$ cat src/rtl/imc_pkg.sv
package imc_pkg;

  localparam int NUM_PORTS       = 3;
  localparam int CELLS_PER_PORT  = 8;
  localparam int CELLS_PER_GROUP = 4;
  localparam int MODE_W          = 2;
  localparam int GROUPS_PER_PORT = CELLS_PER_PORT / CELLS_PER_GROUP;
  localparam int NUM_GROUPS      = NUM_PORTS * GROUPS_PER_PORT;
  localparam int NUM_CELLS       = NUM_PORTS * CELLS_PER_PORT;

  typedef enum logic [MODE_W-1:0] {
    MODE_DIRECT = 2'b00,
    MODE_LATCH  = 2'b01,
    MODE_REG    = 2'b10,
    MODE_RSVD   = 2'b11
  } cellMode_e;

  // strobes handed from the control to the datapath
  typedef struct packed {
    logic [NUM_GROUPS-1:0] gate;
    logic [NUM_GROUPS-1:0] rise;
    logic [NUM_PORTS-1:0]  readSel;
  } ctrlStrobes_t;

  // readback offset of each port from the base address
  function automatic int portOffset(input int port);
    case (port)
      0:       return 'h0A;
      1:       return 'h0B;
      default: return 'h18;
    endcase
  endfunction

  // bits forced to zero on readback (boundary-scan pins on port C)
  function automatic logic [CELLS_PER_PORT-1:0] portUndefMask(input int port);
    if (port == 2) return 8'b0110_0011;
    return '0;
  endfunction

endpackage

$ cat src/rtl/imc_ctrl.sv
module imc_ctrl
  import imc_pkg::*;
#(
  parameter int ADDR_W    = 8,
  parameter int BASE_ADDR = 'h40
) (
  input  logic                  clk,
  input  logic                  ale,
  input  logic [NUM_GROUPS-1:0] ptGate,
  input  logic [NUM_GROUPS-1:0] clkSrcSel,
  input  logic                  rdEn,
  input  logic [ADDR_W-1:0]     rdAddr,
  output ctrlStrobes_t          strobes
);

  logic [NUM_GROUPS-1:0] gateNow;
  logic [NUM_GROUPS-1:0] gatePrev;

  for (genvar g = 0; g < NUM_GROUPS; g++) begin : g_src
    assign gateNow[g] = clkSrcSel[g] ? ale : ptGate[g];
  end

  // previous sample follows the gate even in reset, so a rise is only
  // ever reported for a genuine low-to-high step seen by the clock
  always_ff @(posedge clk) begin
    gatePrev <= gateNow;
  end

  for (genvar p = 0; p < NUM_PORTS; p++) begin : g_dec
    localparam logic [ADDR_W-1:0] HitAddr = ADDR_W'(BASE_ADDR + portOffset(p));
    assign strobes.readSel[p] = rdEn && (rdAddr == HitAddr);
  end

  assign strobes.gate = gateNow;
  assign strobes.rise = gateNow & ~gatePrev;

endmodule

$ cat src/rtl/imc_cell.sv
module imc_cell
  import imc_pkg::*;
(
  input  logic              clk,
  input  logic              rst,
  input  logic              pin,
  input  logic              gate,
  input  logic              rise,
  input  logic [MODE_W-1:0] mode,
  output logic              cellOut
);

  logic latchQ;
  logic regQ;

  always_ff @(posedge clk) begin
    if (rst) begin
      latchQ <= 1'b0;
      regQ   <= 1'b0;
    end else begin
      if (gate) latchQ <= pin;
      if (rise) regQ   <= pin;
    end
  end

  always_comb begin
    case (cellMode_e'(mode))
      MODE_LATCH: cellOut = gate ? pin : latchQ;
      MODE_REG:   cellOut = regQ;
      default:    cellOut = pin;
    endcase
  end

endmodule

$ cat src/rtl/imc_datapath.sv
module imc_datapath
  import imc_pkg::*;
#(
  parameter bit PORT_A_PRESENT = 1'b1
) (
  input  logic                        clk,
  input  logic                        rst,
  input  logic [NUM_CELLS-1:0]        pinIn,
  input  logic [NUM_CELLS*MODE_W-1:0] cellMode,
  input  ctrlStrobes_t                strobes,
  output logic [NUM_CELLS-1:0]        busOut,
  output logic [CELLS_PER_PORT-1:0]   rdData
);

  for (genvar p = 0; p < NUM_PORTS; p++) begin : g_port
    if (p == 0 && !PORT_A_PRESENT) begin : g_absent
      logic unusedPortA;
      assign unusedPortA = ^{pinIn[CELLS_PER_PORT-1:0],
                             cellMode[CELLS_PER_PORT*MODE_W-1:0]};
      assign busOut[CELLS_PER_PORT-1:0] = '0;
    end else begin : g_present
      for (genvar c = 0; c < CELLS_PER_PORT; c++) begin : g_cell
        localparam int Idx = p * CELLS_PER_PORT + c;
        localparam int Grp = p * GROUPS_PER_PORT + c / CELLS_PER_GROUP;
        imc_cell u_cell (
          .clk    (clk),
          .rst    (rst),
          .pin    (pinIn[Idx]),
          .gate   (strobes.gate[Grp]),
          .rise   (strobes.rise[Grp]),
          .mode   (cellMode[Idx*MODE_W +: MODE_W]),
          .cellOut(busOut[Idx])
        );
      end
    end
  end

  logic [CELLS_PER_PORT-1:0] readNext;

  always_comb begin
    readNext = '0;
    for (int p = 0; p < NUM_PORTS; p++) begin
      if (strobes.readSel[p])
        readNext |= busOut[p*CELLS_PER_PORT +: CELLS_PER_PORT] & ~portUndefMask(p);
    end
  end

  always_ff @(posedge clk) begin
    if (rst) rdData <= '0;
    else     rdData <= readNext;
  end

endmodule

$ cat src/rtl/imc_bank.sv
module imc_bank
  import imc_pkg::*;
#(
  parameter int ADDR_W         = 8,
  parameter int BASE_ADDR      = 'h40,
  parameter bit PORT_A_PRESENT = 1'b1
) (
  input  logic                        clk,
  input  logic                        rst,
  input  logic                        ale,
  input  logic [NUM_GROUPS-1:0]       ptGate,
  input  logic [NUM_GROUPS-1:0]       clkSrcSel,
  input  logic [NUM_CELLS*MODE_W-1:0] cellMode,
  input  logic [NUM_CELLS-1:0]        pinIn,
  output logic [NUM_CELLS-1:0]        busOut,
  input  logic                        rdEn,
  input  logic [ADDR_W-1:0]           rdAddr,
  output logic [CELLS_PER_PORT-1:0]   rdData
);

  ctrlStrobes_t strobes;

  imc_ctrl #(
    .ADDR_W   (ADDR_W),
    .BASE_ADDR(BASE_ADDR)
  ) u_ctrl (
    .clk      (clk),
    .ale      (ale),
    .ptGate   (ptGate),
    .clkSrcSel(clkSrcSel),
    .rdEn     (rdEn),
    .rdAddr   (rdAddr),
    .strobes  (strobes)
  );

  imc_datapath #(
    .PORT_A_PRESENT(PORT_A_PRESENT)
  ) u_dp (
    .clk     (clk),
    .rst     (rst),
    .pinIn   (pinIn),
    .cellMode(cellMode),
    .strobes (strobes),
    .busOut  (busOut),
    .rdData  (rdData)
  );

endmodule

$ cat config.mk
export PLATFORM = sky130hd
export DESIGN_NAME = imc_bank
export DESIGN_NICKNAME = d
export VERILOG_FILES = /design/src/rtl/imc_pkg.sv /design/src/rtl/imc_ctrl.sv /design/src/rtl/imc_cell.sv /design/src/rtl/imc_datapath.sv /design/src/rtl/imc_bank.sv
export SDC_FILE = /design/constraint.sdc
export NUM_CORES = 1
export LEC_CHECK = 0
export BUFFER_PORTS_ARGS = -buffer_cell sky130_fd_sc_hd__buf_2
export CELL_PAD_IN_SITES_DETAIL_PLACEMENT = 1
export CELL_PAD_IN_SITES_GLOBAL_PLACEMENT = 2
export CORE_UTILIZATION = 27
export DETAILED_ROUTE_END_ITERATION = 6
export PLACE_DENSITY = 0.79
export SETUP_SLACK_MARGIN = 0.5
export SLEW_MARGIN = 10
export SYNTH_ARGS = -nofsm -noshare
export SYNTH_HDL_FRONTEND = slang
export SYNTH_HIERARCHICAL = 1
export SYNTH_SLANG_ARGS = --single-unit
export TNS_END_PERCENT = 20
$ cat constraint.sdc
create_clock -name clk -period 1.75 [get_ports clk]
set_input_delay 0.35 -clock clk [delete_from_list [all_inputs] [get_ports clk]]
set_output_delay 0.35 -clock clk [all_outputs]
set_load 0.02 [all_outputs]
# == Word-level counts from Yosys, hierarchy flattened ==
# Cells that the tools add are included.
# classes
n_addsub,0
mul,0
div_mod_pow,0
order_cmp,0
eq_ne,51
shifts,0
n_mux,60
bitwise_logic,6
reduce_logical,3
# ops
operator,count
$eq 2x1->1 const B,24
$eq 2x2->1 const B,24
$pmux 1 s2,24
$mux 8,4
$mux 1,31
$eq 8x7->1 const B,3
$or 8x8->8,2
$and 8x8->8,1
$not 8->8,1
$mux 7,1
$and 6x6->6,1
$not 6->6,1
$logic_and 1x1->1,3
# word_totals
regBits,62
latchBits,0
ram_bits,0
rom_bits,0
inputBits,96
output_inout_bits,32
elab_cells,170
memories,0

# == Longest topological paths before layout ==
# Gate-level depths: netlist of the first run.
# depth
depth_word,9
ltp_mapped,6
ltp_nobuf,6

# == Modules after synthesis ==
# Netlist of the first run, hierarchy kept.
# modules_own_cells
module,instances,cells_per_inst,area_each_um2,seq_area_each_um2
imc_cell,24,15,140.1,40.0
imc_ctrl,1,26,277.8,120.1
imc_datapath,1,27,271.5,160.2

# == Least setup slack after synthesis of the first run ==
# No wires, ideal clock.
# synth_timing
path_type,input to register
startpoint,input port clkSrcSel[0]
endpoint,register u_dp.rdData[2]
setup_ps,124
t_arrival_ps,1532
slack_ps,94
cell_stages,5
cell_sequence,mux2_2 a21oi_1 o211ai_2 a222oi_1 nor2_1
# synth_via
elab_chain_cells,8
# synth_rtl
item,line,source
start: declaration,imc_bank.sv:12,"input logic [NUM_GROUPS-1:0] clkSrcSel,"
$mux 1 (*),imc_ctrl.sv:20,assign gateNow[g] = clkSrcSel[g] ? ale : ptGate[g];
$mux 1 (*),--,
$pmux 1 s2 (*),imc_cell.sv:27,case (cellMode_e'(mode))
named net busOut[2],imc_bank.sv:15,"output logic [NUM_CELLS-1:0] busOut,"
$mux 8 (*),imc_datapath.sv:43,if (strobes.readSel[p])
$or 8x8->8,imc_datapath.sv:44,readNext |= busOut[p*CELLS_PER_PORT +: CELLS_PER_PORT] & ~portUndefMask(p);
$mux 8 (*),imc_datapath.sv:43,
$or 8x8->8,imc_datapath.sv:44,
$mux 8 (*),imc_datapath.sv:43,
end signal: assignment,imc_datapath.sv:50,else rdData <= readNext;
end: declaration,imc_datapath.sv:12,output logic [CELLS_PER_PORT-1:0] rdData
# The timed path passes the listed nets; every way through them passes the cells marked *.
# A chain may end at the register's enable or synchronous reset.

==> results of run 1 <==
-- how the worst max path moves through the flow --
stage	cells past startpoint	end	slack (ps)	from
floorplan	5	u_dp/rdData[2]$_SDFF_PP0_	160	rdAddr[2]
global placement	6	u_dp/rdData[2]$_SDFF_PP0_	-60	rdAddr[2]
detailed placement	6	u_dp/rdData[1]$_SDFF_PP0_	-90	rdAddr[2]
CTS	5	busOut[11]	90	clkSrcSel[2]
global route	5	busOut[9]	60	clkSrcSel[2]
finish	5	busOut[3]	90	clkSrcSel[0]
-- repair_timing --
action | 4_1_cts | 5_1_grt
endpoints found under the setup margin | 48 | 49
pin swaps | 6 | 6
cloned | 6 | 1
resized for setup | 66 | 19
hold endpoints to repair | 0 | 0
buffers inserted | 15 | 6
-- power breakdown --
group	internal [mW]	switching [mW]
clock	1.01	0.600
combinational	0.616	0.549
sequential	1.50	0.0440
-- metrics by stage --
stage / instance area [µm²] / instances / setup TNS (ps) / hold slack, ps / power [mW]
2_1_floorplan: 3940 / 413 / 0 / 422 / 2.09
3_3_place_gp: 5030 / 745 / -510 / 476 / 2.46
3_5_place_dp: 5030 / 745 / -1180 / 487 / 2.51
4_1_cts: 5710 / 779 / 0 / 286 / 4.30
5_1_grt: 5920 / 787 / 0 / 321 / 4.52
6_report: 5920 / 787 / 0 / 299 / 4.31
-- layer usage --
metal	GRT usage	vias up	routed length, µm	share of wire
met3	0.0274	22	458	0.036
met5	0	-	0	0
met4	0.0732	0	346	0.027
met1	0.196	1808	5420	0.42
li1	-	1830	-	-
met2	0.317	88	6530	0.51
-- cell type report --
cell class                      count  share of cell area
Multi-Input combinational cell    281               0.450
Timing Repair Buffer              177               0.211
Sequential cell                    62               0.210
Inverter                           73              0.0463
Clock buffer                       11              0.0427
Tap cell                          180              0.0381
Clock inverter                      2             0.00169
Antenna cell                        1            0.000423
-- registers in the layout (all words and copies together), names as in the netlist --
register	cells
u_ctrl/gatePrev	6
u_dp/rdData	8
u_dp/g_port.g_present.g_cell.u_cell/latchQ	24
u_dp/g_port.g_present.g_cell.u_cell/regQ	24
-- cell usage after synthesis (all sizes together) --
master,n,area (µm²)
a21oi,24,120
a222oi,4,40.0
a22oi,4,30.0
buf,2,7.51
clkbuf,1,3.75
dfxtp,62,1240
ha,48,601
inv,73,274
mux2,6,67.6
mux2i,48,480
nand2,1,3.75
nand2b,2,12.5
nand3b,24,180
nand4bb,24,270
nor2,56,210
nor2b,6,37.5
nor4,3,18.8
o211ai,24,300
or4b,1,13.8
-- worst reg2reg max path, delay by kind of cell, from the launching register on --
kind / cells / cell delay [ps]
simple gates: 2 / 190
flops: 1 / 320
buf+inv: 2 / 260
compound gates: 2 / 370
-- cells by family after synthesis --
kind of cell,after synthesis,synth area share
mux,54,0.140
simple gates,117,0.191
fa+ha+maj,48,0.154
flops,62,0.317
compound gates,56,0.125
buf+inv,76,0.0729
==> summary.txt, run 1 <==
Run status
  – Outcome: finished clean

Synth
  – Post-synth cell types: 19
  – Synth warn: 6
  – Syn_nets: around 560
  – Cells after synthesis: 413
  – Count of state elements after synthesis: 62
  – Post-Synthesis Cell Area: between 3000 and 4000 µm²
  – Syn Area/Cell: roughly 9.5 µm²
  – Register area share after synthesis: 0.317

Placed design
  – Pre-CTS setup slack: -87.6 ps
  – Post-DP HPWL: roughly 9200 µm
  – Placer Congestion: a little under 0.8
  – IO buf count: ~130

Finish
  – Nets: 748
  – Reg area: 1240 µm²
  – Final core utilization: 0.423
  – Fillers: roughly 1,600
  – Leading cell type in the layout, fill and taps excluded: buf_2
  – Share of layout cells above drive strength 1: 0.409
  – Layout Area Growth over Synthesis: 51.2%
  – Area taken by multi-input logic gates: 2660 µm²
  – Commonest cells after routing, fill and taps aside: buf_2, inv_1, dfxtp_1, nor2_1, buf_4

Timing
  – Setup violators final: 0
  – Pins Over Slew Limit: 0
  – Tcrit/Tclk final: 0.951
  – Fmax: 0.601 GHz
  – Clk_skew: around 5.2 ps
  – Fin crit period: around 1700 ps
  – Fin. Hold Viols: 0
  – Slew HR: 0.624
  – Unrepaired setup endpoints after global routing: yes
  – Slew at the pin with the worst max-slew slack: about 560 ps
  – PnR worst setup slack: between 80 and 90 ps

Flow run
  – Maxcap violations: 0

Drt
  – ANT nets after route: 0
  – Drt drc: 0
  – Routed WL: about 13,000 µm
  – WL/cell: roughly 16 µm
  – DRT Pass-1 Iters: 4
  – Vias per std cell: roughly 4.8
  – Via count: around 3,700
  – DRT iter0 DRCs: between 70 and 80

Clock network
  – CTS tree: yes
  – Num Clock Sinks: 62
  – Worst-path clk slew: approximately 50 ps
  – # H-tree levels: 3
  – Clk_lat worst skew: 320 ps
  – CTS Hold Bufs: 0
  – CTS Buffer Depth: 2
  – CTS Root Cell: clkbuf_16
  – Total CTS buffers: 9

Floorplanning
  – Core area: roughly 14,000 µm²
  – Rows: 43
  – Chip Width: 122 µm
  – Top-level I/O count: between 100 and 150
  – Die height: 122 µm
  – Starting Density: 0.280
  – Die area: around 15,000 µm²

Setup path
  – WS Path Type: in -> out
  – Worst Reg-to-Reg Cells: 6
  – Crit path max fanout: 6
  – Reg2reg start: u_dp/g_port[1].g_present.g_cell[2].u_cell/regQ$_SDFFE_PP0P_
  – CP Data Arrival Time: between 1000 and 1500 ps
  – Crit-path cells: buf_8 > mux2_4 > nand4bb_1 > o211ai_2 > buf_6
  – Worst setup EP type: primary output
  – Worst path slowest cell: mux2_4
  – Worst reg2reg endpoint: u_dp/rdData[2]$_SDFF_PP0_
  – Slowest stage delay, CP: 350 ps
  – Critical Path Source Type: input pin
  – Buf/Inv on CP: 2
  – Flop-to-flop setup slack: roughly 500 ps
  – Kind of cell adding the most delay to the critical path: multiplexers
  – Worst endpoint required time: about 1400 ps

Hold path
  – Worst Hold Depth: 3
  – Worst hold path type: in -> reg
  – Hold Path End: u_dp/g_port[0].g_present.g_cell[2].u_cell/regQ$_SDFFE_PP0P_
  – Hold path startpoint: pinIn[2]

Global route
  – First-pass GRT wire length: 19,900 µm
  – GRT Overall Usage: 0.173
  – Remaining Overflow, GRT: 0
  – Initial antenna violation count: 1
  – Largest net degree at the start of global routing: 22
  – Vias in the first global route: between 4,000 and 5,000

Pwr
  – Pwr Density: ~730 nW/µm²
  – Max VDD drop: 0.500 mV
  – Leakage: ~3.0 nW
(Power assumes the default switching activity.)
==> run 2: changes to the inputs <==
- ABC_AREA: unset -> 1
- CORE_UTILIZATION: 27 -> 28
- PLACE_DENSITY: 0.79 -> 0.84
- clock period: 1.75 -> 1.77 ns (I/O delays scaled with it)
==> run 2 against run 1 <==
Die area grew 2.8%. Cell count grew 21%. Count of clock-buffer cells in the layout grew 2. Synthesized area grew 6.6%. Critical path depth grew 4. Core utilization grew 5.1 points. Register-to-register slack lost 30 ps. Largest power group is now combinational cells. Highest routed layer is now met5.
==> summary.txt, run 2 <==
Setup path
  – Crit path max fanout: 8 (+2)
  – CP startpoint: ale
  – Worst Reg-to-Reg Cells: 9 (+3)
  – WS Path Type: in -> out
  – CP Data Arrival Time: 1300 ps (about the same)
  – Critical Path Source Type: input pin
  – Flop-to-flop setup slack: 470 ps (-30 ps)
  – Reg2reg start: u_dp/g_port[0].g_present.g_cell[2].u_cell/regQ$_SDFFE_PP0P_
  – Worst setup EP type: primary output
  – Worst endpoint required time: 1420 ps (+20 ps)
  – Worst reg2reg endpoint: u_dp/rdData[2]$_SDFF_PP0_
  – Crit path capture: busOut[2]

Pwr
  – Leakage: 3.44 nW (+15%)
  – Pwr Density: 710 nW/µm² (-2.6%)
  – Max VDD drop: 0.418 mV (-16%)

Finish
  – Nets: 912 (+22%)
  – Commonest cells after routing, fill and taps aside: inv_1, buf_2, nor2_1, dfxtp_1, nand2_1
  – Share of layout cells above drive strength 1: 0.494 (+0.0849)
  – Top Registers: u_dp/g_port.g_present.g_cell.u_cell/latchQ: 24 flops, u_dp/g_port.g_present.g_cell.u_cell/regQ: 24 flops, u_dp/rdData: 8 flops
  – Layout Area Growth over Synthesis: 65.0%
  – Fillers: 1,746 (+8.4%)
  – Leading cell type in the layout, fill and taps excluded: inv_1
  – Non-filler cells in the finished layout: 955 (+21%)
  – Antenna diodes: 0 (-1)

Floorplanning
  – Rows: 44 (+2.3%)
  – Top-level I/O count: 128 (unchanged)
  – Core area: 14,500 µm² (+3.9%)
  – Chip Width: 124 µm (+1.4%)
  – Die height: 124 µm (+1.4%)
  – Die area: 15,400 µm² (+2.8%)
  – Starting Density: 0.287 (+0.00732)

Clock network
  – Clk_lat worst skew: 330 ps (about the same)
  – Total CTS buffers: 9 (unchanged)
  – CTS Buffer Depth: 2 (unchanged)
  – CTS Hold Bufs: 0 (unchanged)
  – CTS tree: yes
  – Worst-path clk slew: 50 ps (about the same)
  – # H-tree levels: 3 (unchanged)
  – CTS Root Cell: clkbuf_16
  – Num Clock Sinks: 62 (unchanged)

Synth
  – Count of state elements after synthesis: 62 (unchanged)
  – Post-synth top area cell: dfxtp_1
  – Post-synth EDFFs: 0 (unchanged)
  – Synth warn: 6 (unchanged)
  – Post-synth cell types: 15 (-4)
  – Leading cell type by number of instances after synthesis: inv_1
  – Register area share after synthesis: 0.298 (-0.0197)
  – Area contributors post-synth: dfxtp_1, ha_1, inv_1
  – Post-Synthesis Cell Area: 4170 µm² (+6.6%)
  – Syn_nets: 726 (+30%)
  – Synth top area share: 0.298 (-0.0197)
  – Syn Area/Cell: 7.17 µm² (-24%)
  – Cells after synthesis: 582 (+41%)
  – Synth async-reset ratio: 0 (unchanged)
  – Most frequent cells after synthesis: inv_1, nor2_1, nand2_1
  – Ys flop type: dfxtp_1

Timing
  – Final TNS setup: 0 ps (unchanged)
  – Tcrit/Tclk final: 0.933
  – Slew HR: 0.739 (+0.116)
  – Slew at the pin with the worst max-slew slack: 391 ps (-172 ps)
  – Unrepaired setup endpoints after global routing: yes
  – Fin. Hold Viols: 0 (unchanged)
  – Pins Over Slew Limit: 0 (unchanged)
  – Fin crit period: 1650 ps
  – Clk_skew: 6.65 ps (+1.43 ps)
  – Fmax: approximately 0.61 GHz
  – Setup violators final: 0 (unchanged)

Global route
  – Remaining Overflow, GRT: 0 (unchanged)
  – GRT Overall Usage: 0.169 (-0.00391)
  – Largest net degree at the start of global routing: 54 (+150%)
  – First-pass GRT wire length: 20,000 µm (+0.90%)
  – Initial antenna violation count: 2 (+1)
  – Vias in the first global route: 4,405 (+9.8%)

Placed design
  – IO buf count: 127 (unchanged)
  – Placer Congestion: 0.737 (-5.2%)
  – Dpl cells: 928 (+25%)
  – Post-DP HPWL: 9890 µm (+7.3%)

Drt
  – DRT Pass-1 Iters: 4 (unchanged)
  – WL/cell: 13.1 µm (-19%)
  – Vias per std cell: 4.40 (-7.5%)
  – Drt drc: 0 (unchanged)
  – ANT nets after route: 0 (unchanged)
  – DRT iter0 DRCs: 106 (+38%)
  – Routed WL: 12,500 µm (-1.9%)
  – Via count: 4,205 (+12%)

Hold path
  – Worst hold path type: in -> reg

Run status
  – Outcome: finished clean

Flow run
  – Maxcap violations: 0 (unchanged)
run 2: cell types whose count changed after synthesis, moves of 30 or more:
cell | previous run | this run
nand2_1 | 1 | 71
a21oi_2 | 0 | 30
nand2_2 | 0 | 48
mux2i_1 | 48 | 0
inv_1 | 73 | 158
run 2: critical path, cell delays in order:
cell and delay, ps:
buf_8 100, buf_6 120, nand2_4 80, nand2_8 80, buf_6 140, nand2_4 70, nand3_4 60, a21oi_4 160
buf_6 130
run 2: worst min-delay path by stage:
stage                                                                     start                                                     endpoint  slack, ps  cells after the start
floorplan                                                                   rst                                    u_dp/rdData[0]$_SDFF_PP0_        420                      1
global placement    u_dp/g_port[1].g_present.g_cell[7].u_cell/regQ$_SDFFE_PP0P_  u_dp/g_port[1].g_present.g_cell[7].u_cell/regQ$_SDFFE_PP0P_        490                      2
detailed placement  u_dp/g_port[1].g_present.g_cell[7].u_cell/regQ$_SDFFE_PP0P_  u_dp/g_port[1].g_present.g_cell[7].u_cell/regQ$_SDFFE_PP0P_        510                      2
CTS                                                                   pinIn[14]  u_dp/g_port[1].g_present.g_cell[6].u_cell/regQ$_SDFFE_PP0P_        310                      3
global route                                                           pinIn[1]  u_dp/g_port[0].g_present.g_cell[1].u_cell/regQ$_SDFFE_PP0P_        330                      3
finish                                                                pinIn[17]  u_dp/g_port[2].g_present.g_cell[1].u_cell/regQ$_SDFFE_PP0P_        320                      3
run 2: cells by family after synthesis:
logic type | synth area share
AOI/OAI and AO/OA | 0.140
DFF | 0.298
and+or+nand+nor | 0.273
adders and majority gates | 0.144
buffers and inverters | 0.145
run 2: timing repair:
item                                    4_1_cts  5_1_grt
pin swaps                                    31       12
cloned                                        1        2
gates resized for setup                      74       22
endpoints found under the setup margin       28       28
buffers inserted                              5        5
run 2: per-layer routing:
layer | vias up | share of wire | wire [µm] | GRT usage
li1 | 2142 | - | - | -
met1 | 1960 | 0.43 | 5330 | 0.194
met2 | 85 | 0.51 | 6410 | 0.306
met3 | 16 | 0.047 | 588 | 0.0353
met4 | 2 | 0.014 | 171 | 0.0603
met5 | - | 0.0014 | 17 | 0
run 2: area by class of cell:
class,count,area (µm²),area share
Timing Repair Buffer,174,1210,0.176
Tap cell,184,230,0.0335
Clock buffer,13,270,0.0393
Inverter,159,669,0.0973
Sequential cell,62,1240,0.180
Multi-Input combinational cell,362,3250,0.473
Clock inverter,1,5.00,0.000727
run 2: report_power, final:
group          leakage [nW]  internal (mW)  switching (mW)
logic                  2.79          0.779           0.906
registers             0.513           1.50          0.0483
clock network         0.138           1.04           0.605
run 2: through the flow:
stage / power (mW) / hold slack (ps) / setup slack [ps] / cell area [µm²] / util
floorplan: 2.48 / 423 / 471 / 4940 / -
global placement: 2.97 / 494 / -32.2 / 6100 / 0.419
detailed placement: 3.03 / 505 / -50.7 / 6100 / 0.419
CTS: 4.88 / 311 / 120 / 6710 / 0.461
global route: 5.16 / 332 / 75.4 / 6880 / 0.473
finish: 4.88 / 323 / 119 / 6880 / 0.473
==> run 3: changes to the inputs <==
- CORE_UTILIZATION: 28 -> 27
- GPL_TIMING_DRIVEN: unset -> 0
- PLACE_DENSITY: 0.84 -> 0.82
- SYNTH_HIERARCHICAL: 1 -> unset
==> run 3 against run 2 <==
Sequential power is essentially flat. Count of clock-buffer cells in the layout grew 1. Die area grew 0.48%. Global-route usage grew 0.29 points. Core utilization shrank 3.7 points. Sequential cell count is the same. First-iteration DRC count shrank 23%. Combinational power shrank 14%. Critical path type unchanged. Clock power is essentially flat. Synthesized area shrank 3.1%. Via count shrank 0.55%. Worst hold slack lost 13 ps.
==> summary.txt, run 3 <==
Pwr
  – Leakage: 3.17 nW (-7.6%)
  – Pwr Density: 726 nW/µm² (+2.3%)
  – Max VDD drop: 0.417 mV (-0.11%)

Global route
  – Vias in the first global route: 4,458 (+1.2%)
  – Remaining Overflow, GRT: 0 (unchanged)
  – Initial antenna violation count: 0 (-2)
  – Largest net degree at the start of global routing: 11 (-80%)
  – GRT Overall Usage: 0.172 (+0.00292)
  – First-pass GRT wire length: 21,400 µm (+6.7%)

Finish
  – Leading cell type in the layout, fill and taps excluded: buf_2
  – Nets: 872 (-4.4%)
  – Final core utilization: 0.436 (-0.0370)
  – Layout Area Growth over Synthesis: 57.5%
  – Commonest cells after routing, fill and taps aside: buf_2, inv_1, nand2_1, dfxtp_1, buf_4
  – Antenna diodes: 0 (unchanged)
  – Share of layout cells above drive strength 1: 0.463 (-0.0310)
  – Fillers: 1,746 (unchanged)
  – Top Registers: u_dp.g_port.g_present.g_cell.u_cell.latchQ: 24 flops, u_dp.g_port.g_present.g_cell.u_cell.regQ: 24 flops, u_dp.rdData: 8 flops

Drt
  – DRT Pass-1 Iters: 6 (+2)
  – Routed WL: 13,000 µm (+3.5%)
  – DRT iter0 DRCs: 82 (-23%)
  – ANT nets after route: 0 (unchanged)
  – WL/cell: 14.1 µm (+7.9%)
  – Drt drc: 0 (unchanged)
  – Vias per std cell: 4.57 (+3.7%)
  – Via count: 4,182 (-0.55%)

Floorplanning
  – Starting Density: 0.277 (-0.00992)
  – Top-level I/O count: 128 (unchanged)
  – Chip Width: 124 µm (+0.24%)
  – Die height: 124 µm (+0.24%)
  – Die area: 15,500 µm² (+0.48%)
  – Core area: 14,600 µm² (+0.38%)
  – Rows: 44 (unchanged)

Hold path
  – Hold Path End: u_dp.g_port[1].g_present.g_cell[3].u_cell.regQ$_SDFFE_PP0P_
  – Worst hold path type: in -> reg
  – Worst Hold Depth: 3 (unchanged)
  – Hold path startpoint: pinIn[11]

Synth
  – Area contributors post-synth: dfxtp_1, ha_1, nand2_1
  – Syn_nets: 721 (-0.69%)
  – Register area share after synthesis: 0.307 (+0.00949)
  – Compound-gate portion of the synthesized area: 0.149 (+0.00941)
  – Ys flop type: dfxtp_1
  – Count of state elements after synthesis: 62 (unchanged)
  – Syn Area/Cell: 7.01 µm² (-2.2%)
  – Post-synth top area cell: dfxtp_1
  – Post-synth cell types: 19 (+4)
  – Largest family of logic cells by synthesized area: simple AND/OR/NAND/NOR gates
  – Simple-gate share of the synthesized area: 0.243 (-0.0303)
  – Post-Synth Adder-Cell Area: 0.149 (+0.00459)
  – Synth async-reset ratio: 0 (unchanged)
  – Post-synthesis xor/xnor area fraction: 0 (unchanged)
  – Most frequent cells after synthesis: nand2_1, inv_1, dfxtp_1
  – Leading cell type by number of instances after synthesis: nand2_1
  – Mux cell area share after synthesis: 0 (unchanged)
  – Post-synth EDFFs: 0 (unchanged)
  – Post-Synthesis Cell Area: 4040 µm² (-3.1%)
  – Synth top area share: 0.307 (+0.00949)
  – Cells after synthesis: 577 (-0.86%)
  – Synth warn: 0 (-6)

Timing
  – Clk_skew: 3.96 ps (-2.69 ps)
  – Pins Over Slew Limit: 0 (unchanged)
  – Final hold slack: 311 ps (-12.6 ps)
  – Fmax: 0.598 GHz (-1.3%)
  – Slew at the pin with the worst max-slew slack: 681 ps (+289 ps)
  – Tcrit/Tclk final: 0.945 (+0.0122)
  – Setup violators final: 0 (unchanged)
  – Slew HR: 0.546 (-0.193)
  – Fin crit period: 1670 ps (+21.7 ps)
  – Unrepaired setup endpoints after global routing: yes
  – Fin. Hold Viols: 0 (unchanged)

Clock network
  – Num Clock Sinks: 62 (unchanged)
  – CTS Buffer Depth: 2 (unchanged)
  – CTS Root Cell: clkbuf_16
  – CTS Hold Bufs: 0 (unchanged)
  – # H-tree levels: 3 (unchanged)
  – Worst-path clk slew: 50 ps (about the same)
  – Total CTS buffers: 9 (unchanged)
  – CTS tree: yes
  – Clk_lat worst skew: 320 ps (about the same)

Setup path
  – Worst path slowest cell: buf_16
  – Worst Reg-to-Reg Cells: 8 (-1)
  – Crit-path cells: buf_16 > nand2_4 > nand2_4 > inv_4 > nand2_2 > nand3_2 > a21boi_2 > buf_4 > buf_6
  – Worst reg2reg endpoint: u_dp.rdData[3]$_SDFF_PP0_
  – Reg2reg start: u_dp.g_port[1].g_present.g_cell[3].u_cell.latchQ$_SDFF_PP0_
  – WS Path Type: in -> out
  – Crit path max fanout: 7 (-1)
  – Kind of cell adding the most delay to the critical path: buffers and inverters
  – Buf/Inv on CP: 4 (unchanged)
  – Slowest stage delay, CP: 160 ps (about the same)
  – Most used cell, CP: nand2_4
  – Worst endpoint required time: 1420 ps (about the same)
  – Stages on worst setup path: 9 (unchanged)
  – Critical Path Source Type: input pin
  – Worst setup EP type: primary output
  – Flop-to-flop setup slack: 690 ps (+220 ps)
  – CP Data Arrival Time: 1320 ps (+20 ps)

Run status
  – Outcome: finished clean

Placed design
  – Placer Congestion: 0.808 (+9.7%)
  – IO buf count: 126 (-0.79%)
  – Post-DP HPWL: 10,300 µm (+4.1%)

Flow run
  – Maxcap violations: 0 (unchanged)
==> run 3: changes by cell type in the layout (fill, tap and decap cells not counted), sizes merged, moves of 10 or more <==
cell and change:
buf -10, a211oi -19, nor2 -44, o21ai +23, a21boi +20, inv -48
nand3 +31
==> run 3: worst max path at each step <==
stage                             from                         to
after global placement       rdAddr[5]  u_dp.rdData[3]$_SDFF_PP0_
final                              ale                  busOut[5]
after detailed placement     rdAddr[5]  u_dp.rdData[3]$_SDFF_PP0_
after floorplan           clkSrcSel[4]                 busOut[16]
after CTS                          ale                 busOut[22]
after global routing               ale                 busOut[13]
==> run 3: area by class of cell <==
class	instances	area, µm²	share of cell area
Buffer	30	203	0.0318
Clock buffer	14	264	0.0415
Clock inverter	1	5.00	0.000786
Inverter	110	489	0.0768
Multi-Input combinational cell	375	3020	0.474
Sequential cell	62	1240	0.195
Tap cell	184	230	0.0362
Timing Repair Buffer	140	918	0.144
==> run 3: per-stage QoR <==
| step | std cells | setup TNS (ps) | power [mW] | cell area [µm²] | setup slack [ps] |
|---|---|---|---|---|---|
| 2_1_floorplan | 577 | 0 | 2.41 | 4640 | 410 |
| 6_report | 916 | 0 | 4.62 | 6370 | 97.8 |
| 3_3_place_gp | 887 | -6930 | 2.77 | 5510 | -361 |
| 5_1_grt | 916 | 0 | 4.89 | 6370 | 43.2 |
| 4_1_cts | 910 | 0 | 4.62 | 6210 | 107 |
| 3_5_place_dp | 887 | -6990 | 2.81 | 5510 | -381 |
==> run 3: cell families (layout without fill, tap and decap cells) <==
logic type | count (synthesis) | in the layout
AO/OA/AOI/OAI | 103 | 103
AND/OR/NAND/NOR | 224 | 224
flip-flops | 62 | 62
adder cells (fa/ha/maj) | 48 | 48
buffers and inverters | 140 | 295
==> run 3: tightest hold or removal path, cell delays in order <==
cell and delay, ps:
buf_2 80, inv_1 50, a21oi_1 110
==> run 3: what timing repair did <==
action,CTS,global route
endpoints found under the setup margin,52,48
pin swaps,25,9
gates resized for setup,102,32
setup buffers,8,6
==> run 3: power breakdown <==
part / switching (mW) / leakage (nW) / internal [mW]
sequential: 0.0494 / 0.513 / 1.50
clock: 0.609 / 0.133 / 1.02
combinational: 0.762 / 2.53 / 0.688
total: 1.42 / 3.17 / 3.20
==> run 3: per-layer routing <==
metal | vias to the layer above | routed length [µm] | track usage
li1 | 2130 | - | -
met1 | 1941 | 6010 | 0.217
met2 | 100 | 6360 | 0.302
met3 | 11 | 448 | 0.0275
met4 | 0 | 145 | 0.0432
met5 | - | 0 | 0
